## src/rtl/regfile_pkg.sv

```systemverilog
package regfile_pkg;
  localparam int RF_W     = 32;
  localparam int RF_LANES = 3;   // lane0 = bits 7..0, lane1 = bits 15..8, lane2 = bits 31..16

  typedef enum logic [1:0] {
    PART_FULL = 2'b00,
    PART_HALF = 2'b01,
    PART_HIB  = 2'b10,
    PART_LOB  = 2'b11
  } rf_part_e;

  typedef struct packed {
    logic [RF_LANES-1:0] laneEn;
    logic [RF_W-1:0]     wrData;
  } rf_strobe_t;

  function automatic int laneOf(input int bitPos);
    if (bitPos < 8) return 0;
    else if (bitPos < 16) return 1;
    else return 2;
  endfunction
endpackage

```

## src/rtl/rf_ctrl.sv

```systemverilog
module rf_ctrl
  import regfile_pkg::*;
#(
  parameter int IDX_W = 2,
  localparam int REG_COUNT = 1 << IDX_W
) (
  input  logic                 clk,
  input  logic                 rst,
  input  logic                 wrEn,
  input  logic [IDX_W-1:0]     wrIdx,
  input  logic [1:0]           wrPart,
  input  logic [RF_W-1:0]      wrData,
  output logic [REG_COUNT-1:0] regSel,
  output rf_strobe_t           strb
);
  rf_part_e part;
  assign part = rf_part_e'(wrPart);

  always_comb begin
    regSel = '0;
    if (wrEn) regSel[wrIdx] = 1'b1;
  end

  always_comb begin
    strb.wrData = wrData;
    unique case (part)
      PART_FULL: strb.laneEn = 3'b111;
      PART_HALF: strb.laneEn = 3'b011;
      PART_HIB: begin
        strb.laneEn = 3'b010;
        strb.wrData = {{(RF_W-16){1'b0}}, wrData[7:0], 8'h00};
      end
      default:   strb.laneEn = 3'b001;
    endcase
  end

  // at most one register is targeted per cycle
  assert_one_target_R6: assert property (@(posedge clk) disable iff (rst)
    $onehot0(regSel));

  // the upper half is only ever touched by a full-word write
  assert_upper_only_full_R3: assert property (@(posedge clk) disable iff (rst)
    (wrEn && strb.laneEn[2]) |-> (wrPart == 2'b00));
endmodule

```

## src/rtl/rf_datapath.sv

```systemverilog
module rf_datapath
  import regfile_pkg::*;
#(
  parameter int IDX_W  = 2,
  parameter int NUM_RD = 2,
  localparam int REG_COUNT = 1 << IDX_W
) (
  input  logic                               clk,
  input  logic                               rst,
  input  logic [REG_COUNT-1:0]               regSel,
  input  rf_strobe_t                         strb,
  input  logic [NUM_RD-1:0][IDX_W-1:0]       rdIdx,
  input  logic [NUM_RD-1:0][1:0]             rdPart,
  output logic [NUM_RD-1:0][RF_W-1:0]        rdData
);
  logic [RF_W-1:0] store [REG_COUNT];
  logic [RF_W-1:0] bitMask;

  for (genvar b = 0; b < RF_W; b++) begin : g_mask
    assign bitMask[b] = strb.laneEn[laneOf(b)];
  end

  for (genvar g = 0; g < REG_COUNT; g++) begin : g_reg
    logic [RF_W-1:0] merged;
    assign merged = (store[g] & ~bitMask) | (strb.wrData & bitMask);

    always_ff @(posedge clk) begin
      if (rst)            store[g] <= '0;
      else if (regSel[g]) store[g] <= merged;
    end

    assert_reset_clear_R1: assert property (@(posedge clk)
      rst |=> (store[g] == '0));

    assert_full_write_R2: assert property (@(posedge clk) disable iff (rst)
      (regSel[g] && strb.laneEn == 3'b111) |=> (store[g] == $past(strb.wrData)));

    assert_hib_write_R4: assert property (@(posedge clk) disable iff (rst)
      (regSel[g] && strb.laneEn == 3'b010) |=> (store[g][15:8] == $past(strb.wrData[15:8])));

    assert_lob_write_R5: assert property (@(posedge clk) disable iff (rst)
      (regSel[g] && strb.laneEn == 3'b001) |=> (store[g][7:0] == $past(strb.wrData[7:0])));

    assert_keep_low_R6: assert property (@(posedge clk) disable iff (rst)
      !(regSel[g] && strb.laneEn[0]) |=> $stable(store[g][7:0]));
    assert_keep_mid_R6: assert property (@(posedge clk) disable iff (rst)
      !(regSel[g] && strb.laneEn[1]) |=> $stable(store[g][15:8]));
    assert_keep_upper_R3: assert property (@(posedge clk) disable iff (rst)
      !(regSel[g] && strb.laneEn[2]) |=> $stable(store[g][RF_W-1:16]));
  end

  for (genvar p = 0; p < NUM_RD; p++) begin : g_rd
    logic [RF_W-1:0] word;
    assign word = store[rdIdx[p]];
    always_comb begin
      unique case (rf_part_e'(rdPart[p]))
        PART_FULL: rdData[p] = word;
        PART_HALF: rdData[p] = {{(RF_W-16){1'b0}}, word[15:0]};
        PART_HIB:  rdData[p] = {{(RF_W-8){1'b0}}, word[15:8]};
        default:   rdData[p] = {{(RF_W-8){1'b0}}, word[7:0]};
      endcase
    end

    // narrow views are zero-extended
    assert_byte_zext_R7: assert property (@(posedge clk) disable iff (rst)
      (rdPart[p][1]) |-> (rdData[p][RF_W-1:8] == '0));
    assert_half_zext_R7: assert property (@(posedge clk) disable iff (rst)
      (rdPart[p] == 2'b01) |-> (rdData[p][RF_W-1:16] == '0));
  end
endmodule

```

## src/rtl/aliased_regfile.sv

```systemverilog
module aliased_regfile
  import regfile_pkg::*;
(
  input  logic        clk,
  input  logic        rst,
  input  logic        wrEn,
  input  logic [1:0]  wrIdx,
  input  logic [1:0]  wrPart,
  input  logic [31:0] wrData,
  input  logic [1:0]  rdIdxA,
  input  logic [1:0]  rdPartA,
  output logic [31:0] rdDataA,
  input  logic [1:0]  rdIdxB,
  input  logic [1:0]  rdPartB,
  output logic [31:0] rdDataB
);
  localparam int IDX_W     = 2;
  localparam int NUM_RD    = 2;
  localparam int REG_COUNT = 1 << IDX_W;

  logic [REG_COUNT-1:0]        regSel;
  rf_strobe_t                  strb;
  logic [NUM_RD-1:0][RF_W-1:0] rdBus;

  rf_ctrl #(.IDX_W(IDX_W)) u_ctrl (
    .clk(clk), .rst(rst), .wrEn(wrEn), .wrIdx(wrIdx), .wrPart(wrPart),
    .wrData(wrData), .regSel(regSel), .strb(strb)
  );

  rf_datapath #(.IDX_W(IDX_W), .NUM_RD(NUM_RD)) u_dp (
    .clk(clk), .rst(rst), .regSel(regSel), .strb(strb),
    .rdIdx({rdIdxB, rdIdxA}), .rdPart({rdPartB, rdPartA}), .rdData(rdBus)
  );

  assign rdDataA = rdBus[0];
  assign rdDataB = rdBus[1];
endmodule

```

## config.mk

```make
export PLATFORM = sky130hd
export DESIGN_NAME = aliased_regfile
export DESIGN_NICKNAME = d
export VERILOG_FILES = /design/src/rtl/regfile_pkg.sv /design/src/rtl/rf_ctrl.sv /design/src/rtl/rf_datapath.sv /design/src/rtl/aliased_regfile.sv
export SDC_FILE = /design/constraint.sdc
export NUM_CORES = 1
export LEC_CHECK = 0
export ABC_AREA = 1
export BUFFER_PORTS_ARGS = -buffer_cell sky130_fd_sc_hd__buf_2
export CORE_ASPECT_RATIO = 0.8
export CORE_MARGIN = 2
export CORE_UTILIZATION = 24
export CTS_CLUSTER_SIZE = 30
export DETAILED_ROUTE_END_ITERATION = 12
export PLACE_DENSITY = 0.45
export SLEW_MARGIN = 25
export SYNTH_ARGS = -nofsm -noshare
export SYNTH_HDL_FRONTEND = slang
export SYNTH_HIERARCHICAL = 1
export SYNTH_SLANG_ARGS = --single-unit
```

## constraint.sdc

```tcl
create_clock -name clk -period 4 [get_ports clk]
set_clock_uncertainty 0.2 [all_clocks]
set_input_delay 0.2 -clock clk [delete_from_list [all_inputs] [get_ports clk]]
set_output_delay 0.2 -clock clk [all_outputs]
set_load 0.02 [all_outputs]
```

==> summary.txt <==
Synthesis
  • Syn_area_per_cell: 7.54 um2
  • Synth Instances: 1115
  • Synth Warn #: 6
  • Synth cell types: 19
  • Seq/Total Area, Yosys: 45.7%
  • Syn_nets: 1162
  • Area of the mapped netlist: 0.00841 mm2
  • Synth Register Bits: 128

Global route
  • Pin count of the biggest net entering global routing: 65
  • Vias in the first global route: 7334
  • First-pass GRT wire length: 46.4 mm
  • Global Route Usage Sum: 17.1%
  • GR Overflow Total: 0
  • Initial antenna violation count: 2

Cells and area
  • Most common cell after layout, fill and taps aside: nand2_1
  • Area Growth Syn to Fin: 16.2%
  • Nets: 1225
  • Largest registers: u_dp/store (128)
  • Final Cell Area: 0.00977 mm2
  • Most frequent cells in the layout: nand2_1, a21oi_1, edfxtp_1, inv_1, buf_2
  • Max reg flops: 128
  • Most flops, register: u_dp/store
  • Share of cells above drive strength 1: 16.3%

Die
  • Io pins: 111
  • Die W: 213 um
  • FP Rows: 61
  • Core box area: 0.0347 mm2
  • Initial Util: 24.3%
  • Die Y: 171 um
  • Die ar.: 0.0366 mm2

Critical path
  • Worst-path fanout max: 32
  • FF-to-FF path depth: 2
  • R2r startpoint: u_dp/store[1][14]
  • Critical register-to-register path endpoint: u_dp/store[1][14]
  • R2r setup slk: 2.86 ns
  • Setup crit start: rdIdxA[0]
  • Arr. time, crit path: 1.97 ns
  • WS Path Type: input port to primary output
  • CP Capture Type: primary output
  • Critical Path RT: 3.60 ns
  • CP startpoint kind: input port
  • Critical Path End: rdDataA[7]

STA
  • Worst slew pin tran: 1.03 ns
  • RSZ-0062 raised after global routing: false
  • Max-slew headroom: 31.1%
  • Slew Limit Fails: 0
  • Final Setup Violations: 0
  • Hold_ws: 0.131 ns
  • Maximum clock frequency: 0.423 GHz
  • Final Hold Fails: 0
  • Period utilization: 59.2%
  • Setup TNS: 0 ns
  • Final min period: 2.37 ns

CTS
  • Post-CTS setup buffers: 0
  • Longest Clk Path Bufs: 2
  • Total CTS buffers: 17
  • H-tree Lvls: 4
  • CTS tree: done
  • Hold buffers post-CTS: 0
  • Clock latency on the worst-skew pair: 0.42 ns
  • Worst-path clk slew: 0.07 ns
  • Root Buffer: clkbuf_16
  • Sink Count: 128
  • CTS resizes: 0

Route
  • Antenna-violating nets left: 0
  • Routed wire per std cell: 18.8 um
  • Initial drt markers: 685
  • Via count: 7841
  • DR pass1 iterations: 5
  • Vias/cell: 4.71
  • # DRC: 0
  • Routed WL: 31.3 mm

Pwr
  • Leak: 0.00414 uW
  • Design Power: 3770 uW
  • Pwr Density: 386 mW/mm2
  • Worst IR Drop VDD: 0.192 mV

Min path
  • Worst Hold Launch: wrData[20]
  • Worst hold-check path type: input port to flop

Place
  • GPL Wtd Cong: 0.759
  • Placed instance area: 0.00918 mm2
  • IO Port Bufs: 110
  • Detailed placement HPWL: 19.5 mm

Job
  • Max-cap violation count: 0

Status
  • Outcome: finished, final reports clean
## through the flow
step                      setup WS (ns)  instances  util, %
after floorplan                    2.48       1115        -
after global placement             1.58       1630     26.5
after detailed placement           1.62       1630     26.5
after CTS                          1.60       1662     28.1
after global routing               1.49       1663     28.2
final                              1.63       1665     28.2
## synthesized netlist by cell type
cell type | instances | area, um2
a21oi_2 | 20 | 175
inv_6 | 1 | 8.76
edfxtp_1 | 128 | 3840
or2_2 | 4 | 25.0
inv_1 | 115 | 432
nor2_1 | 38 | 143
or2_1 | 2 | 12.5
buf_2 | 56 | 280
nand3_1 | 88 | 440
nand2_1 | 424 | 1590
buf_4 | 10 | 75.1
inv_2 | 4 | 15.0
a21oi_1 | 140 | 701
nand2_8 | 1 | 20.0
nor3_1 | 2 | 10.0
clkbuf_1 | 3 | 11.3
o211ai_1 | 64 | 480
buf_6 | 10 | 113
nor2_2 | 5 | 31.3
## worst max-delay path, stage by stage
cell     delay (ns)
buf_2          0.50
inv_2          0.46
nand2_1        0.16
nand3_1        0.07
nand2_1        0.11
nand2_1        0.11
nand2_1        0.13
inv_1          0.04
buf_2          0.15
## per-layer routing
layer  wire, um  vias to the layer above  global-route usage (%)
met1      15100                     3752                    24.3
met4        399                        0                    4.08
met2      14300                      236                    27.1
met3       1490                       36                    2.74
met5          0                        -                       0
li1           -                     3817                       -
## area by class of cell
class                   count  area (um2)
flip-flops and latches    128        3840
repair buffers            123         668
well taps                 472         591
multi-input cells         788        3640
clock inverters            15         138
clock buffers              17         425
diodes                      2        5.00
fillers                  3850       24900
inverters                 120         458
## where the power goes
group	switching, uW	total (uW)	internal, uW
clock network	666	1530	863
registers	48.2	1600	1550
logic	469	644	175
total	1180	3770	2590
## worst min path at each step
stage,end,slack [ns],cells past startpoint
floorplan,u_dp/store[2][0],0.35,3
global placement,u_dp/store[0][2],0.40,2
detailed placement,u_dp/store[3][2],0.41,2
CTS,u_dp/store[1][24],0.11,5
global route,u_dp/store[0][19],0.13,5
finish,u_dp/store[1][20],0.13,5
## kinds of logic after synthesis
family                 count (synthesis)  share of synthesized area, %
buffers and inverters                199                          11.1
flip-flops                           128                          45.7
AO/OA/AOI/OAI                        224                          16.1
AND/OR/NAND/NOR                      564                          27.0
(Power assumes the default switching activity.)
